`config.mk`:
```
export PLATFORM = sky130hd
export DESIGN_NAME = rscan_chain
export DESIGN_NICKNAME = d
export VERILOG_FILES = /design/src/rtl/rscan_pkg.sv /design/src/rtl/rscan_en_reg.sv /design/src/rtl/rscan_cell.sv /design/src/rtl/rscan_chain.sv
export SDC_FILE = /design/constraint.sdc
export NUM_CORES = 1
export LEC_CHECK = 0
export ABC_AREA = 1
export BUFFER_PORTS_ARGS = -buffer_cell sky130_fd_sc_hd__buf_2
export CORE_MARGIN = 4
export CORE_UTILIZATION = 41
export DETAILED_ROUTE_END_ITERATION = 8
export GPL_TIMING_DRIVEN = 1
export PLACE_DENSITY = 0.76
export SETUP_SLACK_MARGIN = 0.5
export SLEW_MARGIN = 40
export SYNTH_ARGS = -nofsm -noshare
export SYNTH_HDL_FRONTEND = slang
export SYNTH_HIERARCHICAL = 1
export SYNTH_SLANG_ARGS = --single-unit
```
`constraint.sdc`:
```
create_clock -name clk_i -period 1.01 [get_ports clk_i]
set_clock_uncertainty 0.05 [all_clocks]
set_input_delay 0.0505 -clock clk_i [delete_from_list [all_inputs] [get_ports clk_i]]
set_output_delay 0.0505 -clock clk_i [all_outputs]
set_load 0.02 [all_outputs]
```
`src/rtl/rscan_pkg.sv`:
```
package rscan_pkg;
  typedef enum logic {
    SEL_FUNC = 1'b0,
    SEL_SCAN = 1'b1
  } sel_e;
endpackage

```
`src/rtl/rscan_en_reg.sv`:
```
module rscan_en_reg (
  input  logic clk_i,
  input  logic rst_ni,
  input  logic en_i,
  output logic en_d_o
);
  always_ff @(posedge clk_i or negedge rst_ni) begin
    if (!rst_ni) en_d_o <= 1'b0;
    else         en_d_o <= en_i;
  end
endmodule

```
`src/rtl/rscan_cell.sv`:
```
module rscan_cell #(
  parameter bit SPLIT_ORIGIN = 1'b1
) (
  input  logic clk_i,
  input  logic rst_ni,
  input  logic sel_i,
  input  logic d_i,
  input  logic si_i,
  output logic func_o,
  output logic scan_o
);
  import rscan_pkg::*;

  sel_e sel;
  assign sel = sel_e'(sel_i);

  if (SPLIT_ORIGIN) begin : g_split
    // separate copies keep scan fanout off the functional net
    logic fn_f, fn_s, sc_f, sc_s;
    always_ff @(posedge clk_i or negedge rst_ni) begin
      if (!rst_ni) begin
        fn_f <= 1'b0; fn_s <= 1'b0;
        sc_f <= 1'b0; sc_s <= 1'b0;
      end else begin
        fn_f <= d_i;  fn_s <= si_i;
        sc_f <= d_i;  sc_s <= si_i;
      end
    end
    assign func_o = (sel == SEL_SCAN) ? fn_s : fn_f;
    assign scan_o = (sel == SEL_SCAN) ? sc_s : sc_f;
  end else begin : g_single
    logic f_q, s_q;
    always_ff @(posedge clk_i or negedge rst_ni) begin
      if (!rst_ni) begin
        f_q <= 1'b0; s_q <= 1'b0;
      end else begin
        f_q <= d_i;  s_q <= si_i;
      end
    end
    assign func_o = (sel == SEL_SCAN) ? s_q : f_q;
    assign scan_o = func_o;
  end
endmodule

```
`src/rtl/rscan_chain.sv`:
```
module rscan_chain #(
  parameter int N            = 8,
  parameter bit SPLIT_ORIGIN = 1'b1
) (
  input  logic         clk_i,
  input  logic         rst_ni,
  input  logic         scan_en_i,
  input  logic         scan_in_i,
  input  logic [N-1:0] data_i,
  output logic [N-1:0] q_o,
  output logic         scan_out_o
);
  localparam int LAST = N - 1;

  logic         en_d;
  logic [N-1:0] scan_path;
  logic [N-1:0] scan_src;

  rscan_en_reg u_en_reg (
    .clk_i  (clk_i),
    .rst_ni (rst_ni),
    .en_i   (scan_en_i),
    .en_d_o (en_d)
  );

  assign scan_src[0] = scan_in_i;

  for (genvar i = 0; i < N; i++) begin : g_cell
    if (i > 0) begin : g_link
      assign scan_src[i] = scan_path[i-1];
    end
    rscan_cell #(.SPLIT_ORIGIN(SPLIT_ORIGIN)) u_cell (
      .clk_i  (clk_i),
      .rst_ni (rst_ni),
      .sel_i  (en_d),
      .d_i    (data_i[i]),
      .si_i   (scan_src[i]),
      .func_o (q_o[i]),
      .scan_o (scan_path[i])
    );
  end

  assign scan_out_o = scan_path[LAST];
endmodule

```
* Word level (Yosys, flattened, before mapping)
Index checks and enable logic that the tools add are counted.
Cells by class: multiplexer cells 8
Operators with widths (count):
- two-way mux 1 bit | 8
Storage, ports and cells: flip-flop bits (word level) 17, bits of input ports 12, output and inout port bits 9, logic and storage cells 25

* Longest topological paths before layout
Gate-level depths: netlist of the first run.
depth after elaboration 1, mapped depth 4, gate-level depth less buffers 3

* Cells and area by module
The synthesis of the first run kept the hierarchy.
Modules (own cells, without submodules):
- rscan_cell | instances 8, cells an instance 7, area each 72.6 um^2, sequential area each 50.0 um^2
- rscan_en_reg | instances 1, cells an instance 1, area each 25.0 um^2, sequential area each 25.0 um^2

* Worst setup path before layout of the first run
OpenSTA, ideal clock, no wires.
path type register to register, start register u_en_reg.en_d_o, end register g_cell[1].u_cell.g_split.sc_s, setup time 0.115 ns, arrival 0.962 ns, data required time 0.845 ns, path slack -0.117 ns, stages on the path, launching flop included 5, path buffers 1, clock period less this slack 1.127 ns, path through dfrtp_1 > inv_1 > nand2_1 > nand2_1 > buf_4
On the way: cells in the longest elaborated chain, start to end 1
Ends and longest elaborated chain:
- from (decl) | RTL line rscan_en_reg.sv:5 | output logic en_d_o
- from (signal assigned) | RTL line rscan_en_reg.sv:9 | else en_d_o <= en_i;
- two-way mux 1 bit | RTL line rscan_cell.sv:30 | assign scan_o = (sel == SEL_SCAN) ? sc_s : sc_f;
- named net q_o[0] | RTL line rscan_chain.sv:10 | output logic [N-1:0] q_o,
- to (signal assigned) | RTL line rscan_cell.sv:26 | sc_f <= d_i; sc_s <= si_i;
- to (decl) | RTL line rscan_cell.sv:19 | logic fn_f, fn_s, sc_f, sc_s;
The timed path passes the listed nets, and every way through them passes these cells.

* Worst setup path in the final report of the first run
start register u_en_reg.en_d_o, end output port q_o[7]
On the way: cells in the longest elaborated chain, start to end 1
Ends and longest elaborated chain:
- two-way mux 1 bit | RTL line rscan_cell.sv:29 | assign func_o = (sel == SEL_SCAN) ? fn_s : fn_f;
- to (decl) | RTL line rscan_chain.sv:10
Every way passes these cells.

==> results.txt, run 1 <==
----------------------------------------------------
[Placed design]
  Post-placement worst setup slack ... between 0.06 and 0.07 ns
  Instance count after placement with tap cells included ... 84
  Final HPWL DP ... 615 um
  Port Buffer Count ... 20
  Final estimated routing congestion in global placement ... 0.696

[Clock network]
  Insertion delay of the later-clocked pin in the worst-skew pair ... ~0.27 ns
  Total clock buffers created by CTS ... 3
  Depth of the CTS H-tree ... 1
  Number of clock sinks ... 17
  Clock tree from TritonCTS ... yes
  Buffer cell driving the clock tree root ... sky130_fd_sc_hd__clkbuf_4
  Number of buffers on the longest clock path ... 2
  Clock-pin slew on the worst setup and hold paths ... roughly 0.09 ns

[Synthesis]
  Most common cell in the netlist ... sky130_fd_sc_hd__nand2_1
  Predominant post-synthesis flop cell ... sky130_fd_sc_hd__dfrtp_1
  Syn Inst Count ... between 50 and 60
  Post-synth net total ... 69
  Fraction of post-synthesis cell area in the top cell type by area ... 70.2%
  Total number of yosys warnings ... 6
  Number of distinct library cell variants in the gate-level netlist after synthesis ... 4
  Number of enable-type register cells in the synthesized netlist ... 0
  Netlist area before placement ... 606 um^2
  Avg Inst Size Synth ... ~11 um^2
  Sequential area share after synthesis ... 70.2%
  Seq cells post-synth ... 17
  Synth top area cells ... sky130_fd_sc_hd__dfrtp_1 70%, sky130_fd_sc_hd__nand2_1 15%, sky130_fd_sc_hd__buf_4 9.9%, sky130_fd_sc_hd__inv_1 5.0%
  Post-synthesis async set-or-reset flop share ... 100%
  Cell accounting for the most synthesized area ... sky130_fd_sc_hd__dfrtp_1
  Ranking of synthesized cells by instance count ... 24 x sky130_fd_sc_hd__nand2_1, 17 x sky130_fd_sc_hd__dfrtp_1, 8 x sky130_fd_sc_hd__buf_4, 8 x sky130_fd_sc_hd__inv_1

[Outcome]
  Status ... finished with violations
  Violations in the final reports ... negative hold slack, negative setup slack

[Die]
  Core ar. ... about 0.0014 mm^2
  Initial Util ... around 45%
  Row cnt ... 13
  Full die area ... approximately 0.0022 mm^2
  Horizontal die dimension ... approximately 46 um
  I/O Pins ... 21
  Die Y-Extent ... around 46 um

[Worst setup path]
  Worst Setup Start Kind ... flip-flop
  Critical path's slowest cell ... sky130_fd_sc_hd__dfrtp_2
  R2R setup slack ... about 0.030 ns
  Critical R2R Capture ... g_cell[7].u_cell/g_split.sc_s$_DFF_PN0_
  Cell-by-cell listing of the critical path ... buf_6 > nand2_1 > nand2_2 > buf_6
  Most used cell, CP ... sky130_fd_sc_hd__buf_6
  Arrival time reported for the critical path endpoint ... about 1.1 ns
  Kind of cell adding the most delay to the critical path ... flip-flops
  Worst Setup Path Type ... flip-flop to primary output
  Capturing element type of the critical path ... primary output
  Worst r2r src ... u_en_reg/en_d_o$_DFF_PN0_
  Maximum cell stage delay along the critical path ... ~0.44 ns
  Maximum fanout encountered on the critical timing path ... 8
  Number of cells on the worst reg-to-reg path ... 4
  Critical path depth ... 4
  Worst setup path endpoint ... q_o[7]
  Required time of the critical path ... between 0.9 and 1 ns
  Startpoint of the most critical setup path ... u_en_reg/en_d_o$_DFF_PN0_
  Crit path buffers/inverters ... 2

[Routing]
  Total wirelength of the detailed-routed design ... 942 um
  Total via count in the routed design ... around 400
  ANT nets after route ... 0
  DRT iter0 DRCs ... 1
  Number of iterations in the first detailed-routing pass ... 3
  Final routed wire length divided by cell count ... a little over 10 um
  Number of DRC violations after detailed routing ... 0
  Post-detailed-route via-to-cell ratio ... about 4.3

[Pwr]
  Power density over the cells ... about 1500 mW/mm^2
  Max IR drop VDD ... 1.00 mV
  Pleak ... roughly 0.00046 uW
  Final Total Pwr ... between 1000 and 1500 uW

[Global routing]
  All-Layer GR Usage ... approximately a tenth
  Maximum number of pins on one net before global-route repair ... 18
  Total gr overflow ... 0
  First-pass GRT wire length ... between 1.5 and 2 mm
  Initial antenna violation count ... 0
  Via count of the first global-routing pass ... slightly below 400

[Cells and area]
  ANT cells ... 0
  Post-layout instance count excluding filler cells ... 93
  Total number of nets in the final design ... 91
  Synthesis-to-finish area growth ... 41.5%
  Layout cells sized above 1 ... ~67%

[STA]
  Slew at the pin closest to its max-slew limit ... around 0.35 ns
  Slack of the critical path ... -0.229 ns
  Worst slew margin ... roughly 77%
  Max Slew Vio Count ... 0
  Setup-failing EPs final ... 9
  RSZ-0062 raised after global routing ... true
  Tmin final ... between 1 and 1.5 ns
  Number of hold-slack violations in the final timing report ... 27
  Hold WS ... -0.379 ns
  Ratio of final minimum period to clock period ... 123%
  Max Freq ... 807 MHz
  Setup total negative slack ... -1.95 ns

[Flow run]
  Total of max-cap violations ... 0

[Worst hold path]
  HP Class ... primary input to async pin

----------------------------------------------------
## metal layers
layer  vias to the layer above  part of all wire, %  global-route usage (%)
li1                        198                    -                       -
met1                       184                   40                    13.5
met2                        15                   49                    14.8
met3                         2                   11                    3.13
met4                         0                 0.53                    5.11
met5                         -                    0                       0
## power breakdown
group / switching, uW / total (uW) / leakage [uW] / internal [uW]
Clock: 182 / 335 / 0.0000150 / 153
Sequential: 19.6 / 744 / 0.000200 / 725
Combinational: 126 / 246 / 0.000247 / 120
Total: 327 / 1330 / 0.000463 / 998
## final cells by class
class                   count  area, um^2
clock buffers               4        26.3
repair buffers             25         205
flip-flops and latches     17         427
multi-input cells          24         150
fillers                   102         493
well taps                  15        18.8
inverters                   8        30.0
## worst register-to-register path, cell delays in order (launching register included)
cell and delay, ns:
sky130_fd_sc_hd__dfrtp_2 0.44, sky130_fd_sc_hd__buf_6 0.16, sky130_fd_sc_hd__nand2_2 0.06, sky130_fd_sc_hd__nand2_2 0.05
sky130_fd_sc_hd__buf_4 0.12
## cell usage in the layout, fill, tap and decap left out, types with 2 or more instances in the layout
cell / count
sky130_fd_sc_hd__inv_1: 3
sky130_fd_sc_hd__buf_6: 12
sky130_fd_sc_hd__nand2_1: 6
sky130_fd_sc_hd__dfrtp_1: 16
sky130_fd_sc_hd__buf_2: 11
sky130_fd_sc_hd__nand2_4: 3
sky130_fd_sc_hd__clkbuf_4: 3
sky130_fd_sc_hd__buf_4: 2
sky130_fd_sc_hd__nand2_2: 15
sky130_fd_sc_hd__inv_2: 5
## repair_timing
item                                    in CTS  in global routing
resized for setup                           21                 19
endpoints found under the hold margin       27                 27
buffers inserted                             4                  1
endpoints found under the setup margin      16                 16
pin swaps                                    1                 12
## flip-flops by register name (all words and copies together) (netlist names)
register                    flops
g_cell.u_cell/g_split.sc_f      8
g_cell.u_cell/g_split.sc_s      8
u_en_reg/en_d_o                 1
## worst min-delay path by stage
stage	cells after the start	from	to	slack (ns)
final	1	rst_ni	g_cell[7].u_cell/g_split.sc_f$_DFF_PN0_	-0.38
after floorplan	0	rst_ni	g_cell[0].u_cell/g_split.sc_f$_DFF_PN0_	-0.30
after global routing	1	rst_ni	g_cell[7].u_cell/g_split.sc_f$_DFF_PN0_	-0.36
after CTS	1	rst_ni	g_cell[5].u_cell/g_split.sc_s$_DFF_PN0_	-0.37
after detailed placement	1	rst_ni	g_cell[7].u_cell/g_split.sc_f$_DFF_PN0_	-0.07
after global placement	1	rst_ni	g_cell[7].u_cell/g_split.sc_f$_DFF_PN0_	-0.07
## cells by family after synthesis
logic type / Yosys count / share of synthesized area (%)
buffers and inverters: 16 / 14.9
flip-flops: 17 / 70.2
AND/OR/NAND/NOR: 24 / 14.9
## metrics by stage
step	cell area, um^2	utilization, %
floorplan	631	-
detailed placement	686	50.8
global route	857	63.5
finish	857	63.5
CTS	806	59.7
global placement	686	50.8
No activity file was read; power rests on OpenSTA's default activity.
==> inputs of run 2 (changes only) <==
--- a/config.mk
+++ b/config.mk
@@ -6,7 +6,7 @@
 export NUM_CORES = 1
 export LEC_CHECK = 0
 export ABC_AREA = 1
-export BUFFER_PORTS_ARGS = -buffer_cell sky130_fd_sc_hd__buf_2
+export BUFFER_PORTS_ARGS = -buffer_cell sky130_fd_sc_hd__buf_4
 export CORE_MARGIN = 4
 export CORE_UTILIZATION = 41
 export DETAILED_ROUTE_END_ITERATION = 8
==> constraint.sdc (replaced) <==
create_clock -name clk_i -period 1.01 [get_ports clk_i]
set_clock_uncertainty 0.05 [all_clocks]
set_input_delay 0.1515 -clock clk_i [delete_from_list [all_inputs] [get_ports clk_i]]
set_output_delay 0.1515 -clock clk_i [all_outputs]
set_load 0.005 [all_outputs]
==> run 2 against run 1 <==
  * The run still ends with negative hold slack, negative setup slack left
  * Critical path depth increased by 1
  * Hold slack improved by 0.28 ns
  * Cell count increased by 5.4%
  * Clock power increased by 9.0%
  * Global-route usage increased by 3.7 points
  * Worst setup slack got worse by 0.12 ns
  * Wire length increased by 33%
  * Power increased by 3.7%
==> results.txt, run 2 (synthesized netlist as in run 1, its figures left out) <==
----------------------------------------------------
[Placed design]
  Instance count after placement with tap cells included ... 84 (unchanged)
  Final HPWL DP ... 645 um (+4.8%)
  Cell Area, Placed ... 716 um^2 (+4.4%)
  Final estimated routing congestion in global placement ... 0.644 (-7.4%)
  Port Buffer Count ... 20 (unchanged)

[Routing]
  Number of DRC violations after detailed routing ... 0 (unchanged)
  Final routed wire length divided by cell count ... 12.7 um (+26%)
  Total wirelength of the detailed-routed design ... 1.25 mm (+33%)
  Total via count in the routed design ... 434 (+8.8%)
  Number of iterations in the first detailed-routing pass ... 1 (-2)
  ANT nets after route ... 0 (unchanged)
  Post-detailed-route via-to-cell ratio ... 4.43 (+3.2%)
  DRT iter0 DRCs ... 0 (-1)

[Cells and area]
  Most frequent cells in the layout ... 23 x sky130_fd_sc_hd__nand2_2, 16 x sky130_fd_sc_hd__dfrtp_1, 14 x sky130_fd_sc_hd__buf_4, 14 x sky130_fd_sc_hd__buf_6, 7 x sky130_fd_sc_hd__inv_2
  Post-layout instance count excluding filler cells ... 98 (+5.4%)
  Final design instance area without fill ... 940 um^2 (+9.6%)
  Utilization after layout ... 69.6% (+6.1 points)
  Synthesis-to-finish area growth ... 55.2%
  Fillers ... 113 (+11%)
  Leading cell type in the layout, fill and taps excluded ... sky130_fd_sc_hd__nand2_2
  ANT cells ... 0 (unchanged)
  Total number of nets in the final design ... 96 (+5.5%)
  Layout cells sized above 1 ... 77.1% (+10 points)
  Largest registers ... g_cell.u_cell/g_split.sc_f (8), g_cell.u_cell/g_split.sc_s (8), u_en_reg/en_d_o (1)

[STA]
  Tmin final ... 1.36 ns (+0.122 ns)
  Slack of the critical path ... -0.350 ns (-0.122 ns)
  Ratio of final minimum period to clock period ... 135% (+12 points)
  RSZ-0062 raised after global routing ... true
  Number of hold-slack violations in the final timing report ... 10 (-63%)
  Max Slew Vio Count ... 0 (unchanged)
  Hold WS ... -0.0971 ns (+0.282 ns)
  Max Freq ... 735 MHz (-8.9%)
  Slew at the pin closest to its max-slew limit ... 0.157 ns (-0.194 ns)
  Setup-failing EPs final ... 10 (+1)
  Worst slew margin ... 89.6% (+13 points)

[Clock network]
  Depth of the CTS H-tree ... 1 (unchanged)
  Buffer cell driving the clock tree root ... sky130_fd_sc_hd__clkbuf_4
  Insertion delay of the later-clocked pin in the worst-skew pair ... 0.30 ns (+0.03 ns)
  Clock tree from TritonCTS ... yes
  Number of clock sinks ... 17 (unchanged)
  Number of buffers on the longest clock path ... 2 (unchanged)
  Total clock buffers created by CTS ... 3 (unchanged)
  Clock-pin slew on the worst setup and hold paths ... 0.09 ns (about the same)
  # hold bufs at CTS ... 1

[Global routing]
  Via count of the first global-routing pass ... 443 (+12%)
  All-Layer GR Usage ... 13.8% (+3.7 points)
  Maximum number of pins on one net before global-route repair ... 18 (unchanged)
  Initial antenna violation count ... 0 (unchanged)
  First-pass GRT wire length ... 1.88 mm (+25%)
  Total gr overflow ... 0 (unchanged)

[Worst setup path]
  Startpoint of the most critical setup path ... u_en_reg/en_d_o$_DFF_PN0_
  Maximum fanout encountered on the critical timing path ... 8 (unchanged)
  Required time of the critical path ... 0.81 ns (-0.10 ns)
  Worst r2r src ... u_en_reg/en_d_o$_DFF_PN0_
  Worst Setup Start Kind ... flip-flop
  Arrival time reported for the critical path endpoint ... 1.16 ns (+0.02 ns)
  Worst Setup Path Type ... flip-flop to primary output
  Capturing element type of the critical path ... primary output

[Die]
  Die Y-Extent ... 46.4 um (unchanged)
  Full die area ... 0.00216 mm^2 (unchanged)
  Initial Util ... 44.9% (unchanged)
  Horizontal die dimension ... 46.4 um (unchanged)
  Core ar. ... 0.00135 mm^2 (unchanged)
  Row cnt ... 13 (unchanged)
  I/O Pins ... 21 (unchanged)

[Flow run]
  Total of max-cap violations ... 0 (unchanged)

[Outcome]
  Violations in the final reports ... negative hold slack, negative setup slack
  Status ... finished with violations

[Pwr]
  Total internal power ... 1040 uW (+4.0%)
  Pleak ... 0.000488 uW (+5.5%)
  Net switching fraction of the power ... 24.4% (-0.26 points)
  Power density over the cells ... 1460 mW/mm^2 (-5.4%)
  Max IR drop VDD ... 0.830 mV (-17%)
  Part of the power in combinational logic ... 19.2% (+0.6 points)
  Portion of total power attributed to the clock network ... 26.6% (+1.4 points)
  Net switching power figure ... 336 uW (+2.6%)
  Power share of the sequential group ... 54.2% (-2.0 points)

[Worst hold path]
  Critical hold path startpoint ... scan_en_i
  HP Class ... primary input to flip-flop

----------------------------------------------------
run 2: cell types whose count changed in the layout (fill, tap and decap cells not counted), sizes merged:
| cell | change |
|---|---|
| buf | +4 |
| dlygate4sd3 | +1 |
run 2: path summary, 6_finish.rpt:
path | end | slack (ns) | cells after the start
setup reg to reg | g_cell[6].u_cell/g_split.sc_s$_DFF_PN0_ | -0.26 | 8
hold / removal | u_en_reg/en_d_o$_DFF_PN0_ | -0.1 | 1
setup / recovery | q_o[5] | -0.35 | 5
min in group asynchronous | g_cell[7].u_cell/g_split.sc_f$_DFF_PN0_ | 0.18 | 2
hold reg to reg | g_cell[1].u_cell/g_split.sc_s$_DFF_PN0_ | 0.43 | 2
max in group asynchronous | u_en_reg/en_d_o$_DFF_PN0_ | 0.56 | 2
run 2: layout make-up:
cell class / instances / area [um^2] / area share (%)
tap: 15 / 18.8 / 2.00
clock buffer: 4 / 26.3 / 2.80
timing repair buffer: 30 / 288 / 30.6
multi-input combinational: 24 / 148 / 15.7
sequential: 17 / 427 / 45.4
inverter: 8 / 32.5 / 3.46
run 2: power groups by stage:
stage	Clock [uW]	Sequential [uW]	Combinational, uW
final	365	745	264
after global routing	412	749	286
after CTS	386	741	228
after detailed placement	0	757	139
after global placement	0	756	135
after floorplan	0	753	77.9
run 2: repair_timing:
item,in CTS,in global routing
hold endpoints to repair,27,10
setup endpoints to repair,16,23
buffers inserted,8,1
gates cloned,0,0
resized for setup,29,20
pin swaps,10,8
run 2: per-layer routing:
layer	track usage (%)	part of all wire, %	vias to the layer above
met4	6.82	1.5	0
met3	7.03	8.8	3
met2	23.6	57	16
met1	13.6	33	206
li1	-	-	209
met5	0	0	-
run 2: critical path, cell delays in order (launching register included):
cell and delay, ns:
sky130_fd_sc_hd__dfrtp_2 0.43, sky130_fd_sc_hd__buf_6 0.15, sky130_fd_sc_hd__inv_2 0.06, sky130_fd_sc_hd__nand2_2 0.04
sky130_fd_sc_hd__nand2_2 0.08, sky130_fd_sc_hd__buf_6 0.10
run 2: through the flow:
| step | setup slack (ns) | setup TNS, ns | total power [uW] |
|---|---|---|---|
| 2_1_floorplan | 0.0510 | 0 | 830 |
| 3_3_place_gp | 0.00591 | 0 | 891 |
| 3_5_place_dp | -0.0124 | -0.0392 | 896 |
| 4_1_cts | -0.336 | -3.16 | 1360 |
| 5_1_grt | -0.400 | -3.82 | 1450 |
| 6_report | -0.350 | -3.29 | 1370 |
==> inputs of run 3 (changes only) <==
--- a/config.mk
+++ b/config.mk
@@ -11,7 +11,7 @@
 export CORE_UTILIZATION = 41
 export DETAILED_ROUTE_END_ITERATION = 8
 export GPL_TIMING_DRIVEN = 1
-export PLACE_DENSITY = 0.76
+export PLACE_DENSITY_LB_ADDON = 0.15
 export SETUP_SLACK_MARGIN = 0.5
 export SLEW_MARGIN = 40
 export SYNTH_ARGS = -nofsm -noshare
==> run 3 against run 2 <==
  * The flow still finishes with violations (negative hold slack, negative setup slack)
  * Worst setup slack gained 0.0058 ns
  * Combinational power is essentially flat
  * Die area is the same
  * Utilization shrank 0.19 points
  * Global-route usage shrank 1.1 points
  * Wire length shrank 0.56%
  * Maximum frequency grew 0.43%
  * Via count grew 6.0%
  * Clock power shrank 5.5%
  * Power shrank 1.6%
  * Sequential power is essentially flat
  * Critical path depth is the same
  * Critical endpoint is now scan_out_o
  * Largest power group unchanged
==> results.txt, run 3 (synthesized netlist as in run 1, its figures left out) <==
----------------------------------------------------
[Outcome]
  Status ... finished with violations
  Violations in the final reports ... negative hold slack, negative setup slack

[Global routing]
  Met2 global-route usage ... 20.3% (-3.3 points)
  First-pass GRT wire length ... 1.73 mm (-8.1%)
  Maximum number of pins on one net before global-route repair ... 18 (unchanged)
  Global routing met3 resource utilization ... 4.69% (-2.3 points)
  GR Layer Usage met1 ... 14.0% (+0.35 points)
  All-Layer GR Usage ... 12.7% (-1.1 points)
  Via count of the first global-routing pass ... 410 (-7.4%)
  Routing layer with the top usage in global route ... met2
  Total gr overflow ... 0 (unchanged)
  Initial antenna violation count ... 0 (unchanged)

[Clock network]
  Insertion delay of the later-clocked pin in the worst-skew pair ... 0.28 ns (-0.02 ns)
  Number of buffers on the longest clock path ... 2 (unchanged)
  Depth of the CTS H-tree ... 1 (unchanged)
  Clock tree from TritonCTS ... yes
  Buffer cell driving the clock tree root ... sky130_fd_sc_hd__clkbuf_4
  Number of clock sinks ... 17 (unchanged)
  Total clock buffers created by CTS ... 3 (unchanged)
  Clock-pin slew on the worst setup and hold paths ... 0.09 ns (about the same)

[Placed design]
  Port Buffer Count ... 20 (unchanged)
  Instance count after placement with tap cells included ... 84 (unchanged)
  Final estimated routing congestion in global placement ... 0.577 (-10%)

[Die]
  Core ar. ... 0.00135 mm^2 (unchanged)
  Initial Util ... 44.9% (unchanged)
  Row cnt ... 13 (unchanged)
  Full die area ... 0.00216 mm^2 (unchanged)
  I/O Pins ... 21 (unchanged)
  Horizontal die dimension ... 46.4 um (unchanged)
  Die Y-Extent ... 46.4 um (unchanged)

[STA]
  Hold WS ... -0.342 ns (-0.245 ns)
  Slew at the pin closest to its max-slew limit ... 0.212 ns (+0.0554 ns)
  Max Freq ... 738 MHz (+0.43%)
  Worst slew margin ... 85.9% (-3.7 points)
  Ratio of final minimum period to clock period ... 134% (-0.57 points)
  Tmin final ... 1.35 ns (-0.00580 ns)
  Setup-failing EPs final ... 12 (+2)
  Number of hold-slack violations in the final timing report ... 27 (+17)
  RSZ-0062 raised after global routing ... true
  Max Slew Vio Count ... 0 (unchanged)
  Slack of the critical path ... -0.345 ns (+0.00580 ns)

[Routing]
  Number of DRC violations after detailed routing ... 0 (unchanged)
  DRT iter0 DRCs ... 4 (+4)
  ANT nets after route ... 0 (unchanged)
  Final routed wire length divided by cell count ... 12.4 um (-2.5%)
  Post-detailed-route via-to-cell ratio ... 4.60 (+3.9%)
  Number of iterations in the first detailed-routing pass ... 3 (+2)
  Total via count in the routed design ... 460 (+6.0%)
  Total wirelength of the detailed-routed design ... 1.24 mm (-0.56%)

[Worst setup path]
  Critical path depth ... 5 (unchanged)
  Maximum fanout encountered on the critical timing path ... 8 (unchanged)
  Required time of the critical path ... 0.81 ns (about the same)
  Critical R2R Capture ... g_cell[2].u_cell/g_split.sc_s$_DFF_PN0_
  Maximum cell stage delay along the critical path ... 0.44 ns (about the same)
  Capturing element type of the critical path ... primary output
  Critical path's slowest cell ... sky130_fd_sc_hd__dfrtp_2
  Worst r2r src ... u_en_reg/en_d_o$_DFF_PN0_
  Worst Setup Start Kind ... flip-flop
  Worst setup path endpoint ... scan_out_o
  Startpoint of the most critical setup path ... u_en_reg/en_d_o$_DFF_PN0_
  Number of cells on the worst reg-to-reg path ... 7 (-1)
  Crit path buffers/inverters ... 3 (unchanged)
  Worst Setup Path Type ... flip-flop to primary output
  Kind of cell adding the most delay to the critical path ... flip-flops
  Arrival time reported for the critical path endpoint ... 1.15 ns (about the same)
  R2R setup slack ... -0.27 ns (about the same)
  Cell-by-cell listing of the critical path ... buf_6 > inv_2 > nand2_2 > nand2_2 > buf_6

[Pwr]
  Pleak ... 0.000504 uW (+3.3%)
  Power density over the cells ... 1440 mW/mm^2 (-1.3%)
  Final Total Pwr ... 1350 uW (-1.6%)
  Max IR drop VDD ... 1.02 mV (+23%)

[Cells and area]
  Synthesis-to-finish area growth ... 54.8%
  Fillers ... 109 (-3.5%)
  Most frequent cells in the layout ... 19 x sky130_fd_sc_hd__buf_4, 16 x sky130_fd_sc_hd__nand2_2, 16 x sky130_fd_sc_hd__dfrtp_1
  Total number of nets in the final design ... 98 (+2.1%)
  ANT cells ... 0 (unchanged)
  Leading cell type in the layout, fill and taps excluded ... sky130_fd_sc_hd__buf_4
  Post-layout instance count excluding filler cells ... 100 (+2.0%)
  Layout cells sized above 1 ... 72.9% (-4.2 points)
  Area occupied by registers ... 427 um^2 (unchanged)
  Multi-input gate area in the final layout ... 145 um^2 (-1.7%)
  Largest registers ... g_cell.u_cell/g_split.sc_f (8), g_cell.u_cell/g_split.sc_s (8), u_en_reg/en_d_o (1)

[Worst hold path]
  HP Class ... primary input to async pin

[Flow run]
  Total of max-cap violations ... 0 (unchanged)

----------------------------------------------------
-- run 3: metal layers --
| metal | vias up | part of all wire (%) | wire [um] |
|---|---|---|---|
| met5 | - | 0 | 0 |
| met4 | 0 | 1.5 | 19 |
| met3 | 4 | 7.6 | 94 |
| met2 | 18 | 59 | 727 |
| met1 | 225 | 32 | 400 |
| li1 | 213 | - | - |
-- run 3: timing repair --
| item | CTS | global route |
|---|---|---|
| gates resized for setup | 17 | 24 |
| endpoints found under the setup margin | 16 | 16 |
| pin swaps | 4 | 10 |
| buffers inserted | 9 | 3 |
| endpoints found under the hold margin | 27 | 27 |
-- run 3: worst register-to-register path: cells and delay by family (launching register included) --
family | cells | cell delay, ns
buffers and inverters | 5 | 0.58
flip-flops | 1 | 0.44
AND/OR/NAND/NOR | 2 | 0.11
-- run 3: worst min-delay path by stage --
stage | startpoint | end | slack [ns] | depth (start not counted)
6_report | rst_ni | g_cell[7].u_cell/g_split.sc_s$_DFF_PN0_ | -0.34 | 1
5_1_grt | rst_ni | g_cell[1].u_cell/g_split.sc_s$_DFF_PN0_ | -0.36 | 1
4_1_cts | rst_ni | g_cell[1].u_cell/g_split.sc_f$_DFF_PN0_ | -0.34 | 1
3_5_place_dp | rst_ni | g_cell[7].u_cell/g_split.sc_s$_DFF_PN0_ | -0.03 | 1
3_3_place_gp | rst_ni | g_cell[7].u_cell/g_split.sc_f$_DFF_PN0_ | -0.03 | 1
2_1_floorplan | rst_ni | g_cell[0].u_cell/g_split.sc_f$_DFF_PN0_ | -0.19 | 0
-- run 3: cell type report --
| cell class | instances | share of cell area (%) |
|---|---|---|
| tap | 15 | 2.00 |
| sequential | 17 | 45.5 |
| clock buffer | 3 | 2.40 |
| multi-input combinational | 24 | 15.5 |
| inverter | 8 | 3.20 |
| timing repair buffer | 32 | 30.8 |
| clock inverter | 1 | 0.534 |
-- run 3: metrics by stage --
step	TNS, ns	cell area, um^2	worst slack (ns)	utilization, %
2_1_floorplan	0	607	0.0510	-
3_3_place_gp	-0.00249	716	-0.00249	53.0
3_5_place_dp	-0.0201	716	-0.0133	53.0
4_1_cts	-2.98	857	-0.321	63.5
5_1_grt	-4.18	937	-0.428	69.4
6_report	-3.31	937	-0.345	69.4
-- run 3: where the power goes --
part / switching (uW) / internal (uW)
Clock: 198 / 147
Combinational: 102 / 159
Sequential: 21.0 / 725
Total: 322 / 1030
